File: config.mk
export PLATFORM = sky130hd
export DESIGN_NAME = adc_burst_seq
export DESIGN_NICKNAME = d
export VERILOG_FILES = /design/src/rtl/adcseq_pkg.sv /design/src/rtl/adcseq_clkdiv.sv /design/src/rtl/adcseq_shifter.sv /design/src/rtl/adcseq_gap.sv /design/src/rtl/adc_burst_seq.sv
export SDC_FILE = /design/constraint.sdc
export NUM_CORES = 1
export LEC_CHECK = 0
export ABC_AREA = 1
export BUFFER_PORTS_ARGS = -buffer_cell sky130_fd_sc_hd__buf_4
export CAP_MARGIN = 20
export CORE_MARGIN = 1.5
export CORE_UTILIZATION = 63
export DETAILED_ROUTE_END_ITERATION = 6
export PLACE_DENSITY = 0.88
export SLEW_MARGIN = 10
export SYNTH_ARGS = -nofsm -noshare
export SYNTH_HDL_FRONTEND = slang
export SYNTH_HIERARCHICAL = 1
export SYNTH_SLANG_ARGS = --single-unit
File: constraint.sdc
create_clock -name clk -period 4.4 [get_ports clk]
set_clock_uncertainty 0.15 [all_clocks]
set_input_delay 1.32 -clock clk [delete_from_list [all_inputs] [get_ports clk]]
set_output_delay 1.32 -clock clk [all_outputs]
set_load 0.02 [all_outputs]
File: src/rtl/adcseq_pkg.sv
package adcseq_pkg;

    localparam int WORD_W = 16;
    localparam int RES_W  = 12;

    typedef enum logic [1:0] {
        LEAD_TEST = 2'b00,
        LEAD_I    = 2'b01,
        LEAD_II   = 2'b10,
        LEAD_III  = 2'b11
    } lead_e;

    typedef enum logic [2:0] {
        MUX_ECG     = 3'b000,
        MUX_QRS     = 3'b001,
        MUX_PACE    = 3'b010,
        MUX_RESP    = 3'b011,
        MUX_LEADOFF = 3'b100,
        MUX_CAL     = 3'b101,
        MUX_RSVD    = 3'b110,
        MUX_GAIN    = 3'b111
    } mux_e;

    typedef enum logic [1:0] {
        ST_IDLE  = 2'd0,
        ST_SHIFT = 2'd1,
        ST_GAP   = 2'd2
    } state_e;

    typedef struct packed {
        logic [3:0] chan;
        logic [1:0] len;
        logic       lsb_first;
        logic       bipolar;
    } conv_cmd_t;

    typedef struct packed {
        lead_e      lead;
        mux_e       mux;
        logic       parity;
        logic [1:0] spare;
    } iso_ctl_t;

    typedef struct packed {
        conv_cmd_t cmd;
        iso_ctl_t  iso;
    } burst_word_t;

    function automatic logic odd_fill(lead_e l, mux_e m);
        return ~^{l, m};
    endfunction

    function automatic logic mux_legal(logic [2:0] m);
        return m != MUX_RSVD;
    endfunction

    function automatic burst_word_t pack_word(logic [3:0] ch, logic [1:0] ln,
                                              logic lsb, logic bip,
                                              lead_e l, mux_e m);
        burst_word_t w;
        w.cmd.chan      = ch;
        w.cmd.len       = ln;
        w.cmd.lsb_first = lsb;
        w.cmd.bipolar   = bip;
        w.iso.lead      = l;
        w.iso.mux       = m;
        w.iso.parity    = odd_fill(l, m);
        w.iso.spare     = 2'b00;
        return w;
    endfunction

    function automatic logic [RES_W-1:0] flip_res(logic [RES_W-1:0] x);
        logic [RES_W-1:0] y;
        for (int i = 0; i < RES_W; i++) y[i] = x[RES_W-1-i];
        return y;
    endfunction

endpackage

File: src/rtl/adcseq_clkdiv.sv
module adcseq_clkdiv #(
    parameter int HALF_DIV = 1000
) (
    input  logic clk,
    input  logic rst,
    input  logic run,
    output logic tick
);
    localparam int CW = $clog2(HALF_DIV + 1);

    logic [CW-1:0] cnt_q;

    always_ff @(posedge clk) begin
        if (rst || !run)                       cnt_q <= '0;
        else if (cnt_q == CW'(HALF_DIV - 1))   cnt_q <= '0;
        else                                   cnt_q <= cnt_q + 1'b1;
    end

    assign tick = run && (cnt_q == CW'(HALF_DIV - 1));
endmodule

File: src/rtl/adcseq_shifter.sv
module adcseq_shifter
    import adcseq_pkg::*;
(
    input  logic              clk,
    input  logic              rst,
    input  logic              load,
    input  logic [WORD_W-1:0] load_word,
    input  logic              active,
    input  logic              tick,
    input  logic              ser_in,
    output logic              sclk,
    output logic              dout,
    output logic [RES_W-1:0]  rx_head,
    output logic              last_fall
);
    localparam int EW = $clog2(WORD_W + 1);

    logic              sclk_q;
    logic [WORD_W-1:0] tx_q;
    logic [WORD_W-1:0] rx_q;
    logic [EW-1:0]     fall_q;

    always_ff @(posedge clk) begin
        if (rst) begin
            sclk_q <= 1'b0;
            tx_q   <= '0;
            rx_q   <= '0;
            fall_q <= '0;
        end else if (load) begin
            sclk_q <= 1'b0;
            tx_q   <= load_word;
            fall_q <= '0;
        end else if (active && tick) begin
            if (!sclk_q) begin
                sclk_q <= 1'b1;
                rx_q   <= {rx_q[WORD_W-2:0], ser_in};
            end else begin
                sclk_q <= 1'b0;
                fall_q <= fall_q + 1'b1;
                tx_q   <= {tx_q[WORD_W-2:0], 1'b0};
            end
        end
    end

    assign sclk      = sclk_q;
    assign dout      = tx_q[WORD_W-1];
    assign rx_head   = rx_q[WORD_W-1 -: RES_W];
    assign last_fall = active && tick && sclk_q && (fall_q == EW'(WORD_W - 1));
endmodule

File: src/rtl/adcseq_gap.sv
module adcseq_gap #(
    parameter int GAP_CYCLES = 4000
) (
    input  logic clk,
    input  logic rst,
    input  logic run,
    output logic done
);
    localparam int GW = $clog2(GAP_CYCLES + 1);

    logic [GW-1:0] cnt_q;

    always_ff @(posedge clk) begin
        if (rst || !run) cnt_q <= '0;
        else             cnt_q <= cnt_q + 1'b1;
    end

    assign done = run && (cnt_q == GW'(GAP_CYCLES - 1));
endmodule

File: src/rtl/adc_burst_seq.sv
module adc_burst_seq
    import adcseq_pkg::*;
#(
    parameter int HALF_DIV   = 1000,
    parameter int GAP_CYCLES = 4000
) (
    input  logic             clk,
    input  logic             rst,
    input  logic             start_i,
    input  logic [3:0]       chan_i,
    input  logic [1:0]       len_i,
    input  logic             lsb_first_i,
    input  logic             bipolar_i,
    input  logic [1:0]       lead_i,
    input  logic [2:0]       mux_i,
    input  logic             ser_in_i,
    output logic             busy_o,
    output logic             cs_n_o,
    output logic             sclk_o,
    output logic             din_o,
    output logic             rdy_o,
    output logic [RES_W-1:0] result_o,
    output logic             err_o
);
    state_e            state_q;
    logic              cs_n_q, rdy_q, err_q;
    logic [RES_W-1:0]  res_q;
    logic              ord_cur_q, ord_prev_q;

    logic              accept, in_shift, in_gap;
    logic              tick, last_fall, gap_done;
    logic [RES_W-1:0]  rx_head, res_asm;
    burst_word_t       word;

    assign in_shift = (state_q == ST_SHIFT);
    assign in_gap   = (state_q == ST_GAP);
    assign accept   = start_i && (state_q == ST_IDLE) && mux_legal(mux_i);
    assign word     = pack_word(chan_i, len_i, lsb_first_i, bipolar_i,
                                lead_e'(lead_i), mux_e'(mux_i));
    assign res_asm  = ord_prev_q ? flip_res(rx_head) : rx_head;

    adcseq_clkdiv #(.HALF_DIV(HALF_DIV)) u_div (
        .clk (clk),
        .rst (rst),
        .run (in_shift),
        .tick(tick)
    );

    adcseq_shifter u_shift (
        .clk      (clk),
        .rst      (rst),
        .load     (accept),
        .load_word(word),
        .active   (in_shift),
        .tick     (tick),
        .ser_in   (ser_in_i),
        .sclk     (sclk_o),
        .dout     (din_o),
        .rx_head  (rx_head),
        .last_fall(last_fall)
    );

    adcseq_gap #(.GAP_CYCLES(GAP_CYCLES)) u_gap (
        .clk (clk),
        .rst (rst),
        .run (in_gap),
        .done(gap_done)
    );

    always_ff @(posedge clk) begin
        if (rst) begin
            state_q    <= ST_IDLE;
            cs_n_q     <= 1'b1;
            rdy_q      <= 1'b0;
            err_q      <= 1'b0;
            res_q      <= '0;
            ord_cur_q  <= 1'b0;
            ord_prev_q <= 1'b0;
        end else begin
            rdy_q <= 1'b0;
            err_q <= 1'b0;
            unique case (state_q)
                ST_IDLE: if (accept) begin
                    state_q    <= ST_SHIFT;
                    cs_n_q     <= 1'b0;
                    ord_prev_q <= ord_cur_q;
                    ord_cur_q  <= lsb_first_i;
                end
                ST_SHIFT: if (last_fall) begin
                    state_q <= ST_GAP;
                    cs_n_q  <= 1'b1;
                    rdy_q   <= 1'b1;
                    res_q   <= res_asm;
                    err_q   <= &res_asm;
                end
                ST_GAP: if (gap_done) state_q <= ST_IDLE;
                default: state_q <= ST_IDLE;
            endcase
        end
    end

    assign busy_o   = (state_q != ST_IDLE);
    assign cs_n_o   = cs_n_q;
    assign rdy_o    = rdy_q;
    assign result_o = res_q;
    assign err_o    = err_q;
endmodule

==> results_tabular.tex <==
\begin{tabular}{lr}
\hline
Metric & Value \\
\hline
\multicolumn{2}{l}{\textbf{Clock network}} \\
\quad Clk pin slew, worst setup/hold paths & 0.08 ns \\
\quad Clk Tree Root Cell & sky130\_fd\_sc\_hd\_\_clkbuf\_8 \\
\quad Post-CTS Setup Inserts & 0 \\
\quad Clock buffers created by TritonCTS & 9 \\
\quad Latest clock arrival within the worst-skew pair & roughly 0.36 ns \\
\quad Clock sink count & 79 \\
\quad Count of hold buffers inserted by post-cts repair & 0 \\
\quad Clock Tree Buf Depth & 2 \\
\quad TritonCTS clock tree & yes \\
\quad Total of cells resized after clock tree synthesis & 0 \\
\quad H-tree levels & 3 \\
\multicolumn{2}{l}{\textbf{Cells and area}} \\
\quad Commonest cells after routing, fill and taps aside & sky130\_fd\_sc\_hd\_\_nand2\_1, sky130\_fd\_sc\_hd\_\_dfxtp\_1, sky130\_fd\_sc\_hd\_\_nor2\_1 \\
\quad Signed area change from the synthesized netlist to the final layout & 9.47\% \\
\quad Diode count & 0 \\
\quad NumNets Final & 569 \\
\quad Layout Cell Area excl Fill & 4050 um\^{}2 \\
\quad Commonest non-fill, non-tap cell in the layout & sky130\_fd\_sc\_hd\_\_nand2\_1 \\
\quad Layout cells sized above 1 & around 14\% \\
\quad Final cell utilization of the core & between 70\% and 80\% \\
\multicolumn{2}{l}{\textbf{Place}} \\
\quad Cell area after placement & 3840 um\^{}2 \\
\quad Global placement routability congestion & 0.788 \\
\quad Port Buffers & 34 \\
\quad DPL Wire Length & roughly 5000 um \\
\multicolumn{2}{l}{\textbf{Setup path}} \\
\quad Required time at the endpoint of the critical path & 4.53 ns \\
\quad Critical path peak fanout & 32 \\
\quad Kind of capture point of the worst setup path & register \\
\quad Kind of start point of the critical path & primary input \\
\quad CP arrival & 3.36 ns \\
\quad Kind of critical path & in2reg \\
\multicolumn{2}{l}{\textbf{Timing}} \\
\quad Fmax & between 300 and 400 MHz \\
\quad Final period demand of the worst path & 3.23 ns \\
\quad Final critical-path share of the clock period & $\sim$74\% \\
\quad Unrepaired setup endpoints after global routing & no \\
\quad Relative max-transition margin & 60.8\% \\
\quad Fin Setup TNS & 0 ns \\
\quad Number of failing setup endpoints in the final timing report & 0 \\
\quad Transition time of the tightest slew-check pin & approximately 0.59 ns \\
\quad Number of max-slew violations in the final report & 0 \\
\quad Hold violation count in the final report & 0 \\
\multicolumn{2}{l}{\textbf{Global routing}} \\
\quad Wire length of the first global-routing pass & 12800 um \\
\quad Antenna violations before repair & 0 \\
\quad Maximum number of pins on one net before global-route repair & 33 \\
\quad Vias in the first global route & about 3100 \\
\quad Aggregate global-route resource usage & 25.7\% \\
\quad Leftover overflow at the end of global routing & 0 \\
\multicolumn{2}{l}{\textbf{Yosys}} \\
\quad Number of synthesized register bits & 79 \\
\quad Mean post-synth cell area & 6.99 um\^{}2 \\
\quad Multiplexer share of the synthesized area & 0\% \\
\quad Total standard cell area after synthesis & 3700 um\^{}2 \\
\quad Warning count from the yosys run & 6 \\
\quad Fraction of the mapped netlist area in compound gates & 9.44\% \\
\quad Library cells used by synthesis & 30 \\
\quad Gate Count Post-Synth & around 530 \\
\quad Fraction of the mapped netlist area in adder cells & 1.69\% \\
\quad Dominant combinational cell family by area after synthesis & simple AND/OR/NAND/NOR gates \\
\quad Proportion of synthesized chip area in sequential cells & 42.7\% \\
\quad Xor/xnor share of the synthesized area & 1.66\% \\
\quad Simple-gate area share of the yosys netlist & 33.9\% \\
\multicolumn{2}{l}{\textbf{Floorplan}} \\
\quad Overall die height & 79.6 um \\
\quad Count of standard-cell rows & 27 \\
\quad Core ar. & 5570 um\^{}2 \\
\quad Die ar. & 6340 um\^{}2 \\
\quad Number of primary I/O pins & 35 \\
\quad Initial standard-cell utilization of the core & 66.4\% \\
\quad DIE WIDTH & 79.6 um \\
\multicolumn{2}{l}{\textbf{Route}} \\
\quad Routed via count & $\sim$3300 \\
\quad Count of unresolved DRC violations after routing & 0 \\
\quad Count of antenna-violating nets left after detailed routing & 0 \\
\quad Iter 0 DRT Violations & 137 \\
\quad Router iterations before antenna repair & 4 \\
\quad Vias per inst & 5.22 \\
\quad Detail-routed net length per standard cell & roughly 12 um \\
\quad Final Routed Wirelength & approximately 7400 um \\
\multicolumn{2}{l}{\textbf{Power}} \\
\quad Power density cells & 350 nW/um\^{}2 \\
\quad Max VDD drop & a little under 0.3 mV \\
\quad Leakage & 1.68 nW \\
\multicolumn{2}{l}{\textbf{Job}} \\
\quad MaxCap Viol Count & 0 \\
\multicolumn{2}{l}{\textbf{Status}} \\
\quad Run status & finished, final reports clean \\
\multicolumn{2}{l}{\textbf{Worst hold path}} \\
\quad Worst min-delay path class & reg2reg \\
\hline
\end{tabular}
-- cell type report --
class	count	area [um^2]
multi-input cells	377	1740
inverters	46	175
fillers	443	1520
well taps	72	90.1
clock buffers	10	128
flip-flops and latches	79	1580
repair buffers	34	255
clock inverters	6	85.1
-- power breakdown --
| part | internal (mW) | switching (mW) |
|---|---|---|
| combinational | 0.0360 | 0.0651 |
| clock | 0.317 | 0.264 |
| sequential | 0.725 | 0.0102 |
| total | 1.08 | 0.339 |
-- flip-flops by register name, summed over array words and instances (netlist names), 2 cells and up --
signal,count
u_shift/rx_q,16
u_shift/tx_q,16
result_o,12
u_gap/cnt_q,12
u_div/cnt_q,10
u_shift/fall_q,5
state_q,2
-- final timing paths --
path	from	end	slack (ns)	depth (start not counted)
setup / recovery	mux_i[0]	u_shift/tx_q[12]$_SDFFE_PP0P_	1.17	10
hold reg to reg	result_o[0]$_SDFFE_PP0P_	result_o[0]$_SDFFE_PP0P_	0.30	2
setup reg to reg	u_div/cnt_q[0]$_SDFF_PP0_	err_o$_SDFF_PP0_	1.62	13
hold / removal	result_o[0]$_SDFFE_PP0P_	result_o[0]$_SDFFE_PP0P_	0.30	2
-- critical path: stages --
cell,delay [ns]
sky130_fd_sc_hd__buf_4,0.08
sky130_fd_sc_hd__inv_1,0.03
sky130_fd_sc_hd__ha_1,0.18
sky130_fd_sc_hd__nand2_1,0.05
sky130_fd_sc_hd__nand3_1,0.18
sky130_fd_sc_hd__inv_1,0.50
sky130_fd_sc_hd__inv_2,0.38
sky130_fd_sc_hd__nand2_2,0.37
sky130_fd_sc_hd__nand2_1,0.09
sky130_fd_sc_hd__a21oi_1,0.17
-- layer usage --
| layer | global-route usage [%] | vias up | wire (um) |
|---|---|---|---|
| li1 | - | 1677 | - |
| met5 | 0 | - | 0 |
| met4 | 14.4 | 0 | 148 |
| met2 | 45.4 | 63 | 3700 |
| met3 | 4.23 | 16 | 320 |
| met1 | 29.2 | 1500 | 3260 |
-- cell usage after synthesis --
cell type / number / area [um^2]
sky130_fd_sc_hd__nand2_1: 162 / 608
sky130_fd_sc_hd__dfxtp_1: 79 / 1580
sky130_fd_sc_hd__nor2_1: 77 / 289
sky130_fd_sc_hd__inv_1: 37 / 139
sky130_fd_sc_hd__a21oi_1: 32 / 160
sky130_fd_sc_hd__nand3_1: 30 / 150
sky130_fd_sc_hd__o21ai_1: 18 / 90.1
sky130_fd_sc_hd__buf_4: 14 / 105
sky130_fd_sc_hd__o21ai_0: 14 / 70.1
sky130_fd_sc_hd__inv_2: 8 / 30.0
sky130_fd_sc_hd__buf_2: 7 / 35.0
sky130_fd_sc_hd__nand2_2: 7 / 43.8
sky130_fd_sc_hd__buf_6: 6 / 67.6
sky130_fd_sc_hd__ha_1: 5 / 62.6
sky130_fd_sc_hd__xnor2_1: 5 / 43.8
sky130_fd_sc_hd__nand4_1: 4 / 25.0
sky130_fd_sc_hd__nor2_2: 4 / 25.0
sky130_fd_sc_hd__nor2_4: 4 / 45.0
sky130_fd_sc_hd__nand3_2: 3 / 30.0
sky130_fd_sc_hd__o21a_1: 2 / 15.0
sky130_fd_sc_hd__xor2_1: 2 / 17.5
sky130_fd_sc_hd__a31oi_1: 1 / 6.26
sky130_fd_sc_hd__clkbuf_1: 1 / 3.75
sky130_fd_sc_hd__conb_1: 1 / 3.75
sky130_fd_sc_hd__inv_4: 1 / 6.26
sky130_fd_sc_hd__nand3b_1: 1 / 7.51
sky130_fd_sc_hd__nor2_8: 1 / 20.0
sky130_fd_sc_hd__nor3_1: 1 / 5.00
sky130_fd_sc_hd__o21bai_1: 1 / 7.51
sky130_fd_sc_hd__or2_2: 1 / 6.26
-- through the flow --
| stage | cells | hold WS (ns) | setup slack, ns | total power, mW |
|---|---|---|---|---|
| 2_1_floorplan | 530 | 0.267 | 1.72 | 0.829 |
| 3_3_place_gp | 608 | 0.282 | 0.968 | 0.847 |
| 3_5_place_dp | 608 | 0.283 | 0.790 | 0.851 |
| 4_1_cts | 624 | 0.301 | 1.15 | 1.42 |
| 5_1_grt | 624 | 0.318 | 0.922 | 1.46 |
| 6_report | 624 | 0.298 | 1.17 | 1.42 |
-- cells by family (layout without fill, tap and decap cells) --
| group | after synthesis | in the layout |
|---|---|---|
| buf+inv | 74 | 96 |
| fa+ha+maj | 5 | 5 |
| other cells | 1 | 2 |
| flops | 79 | 79 |
| xor+xnor | 7 | 7 |
| simple gates | 295 | 295 |
| compound gates | 68 | 68 |
Power figures use the tool's default switching activity.
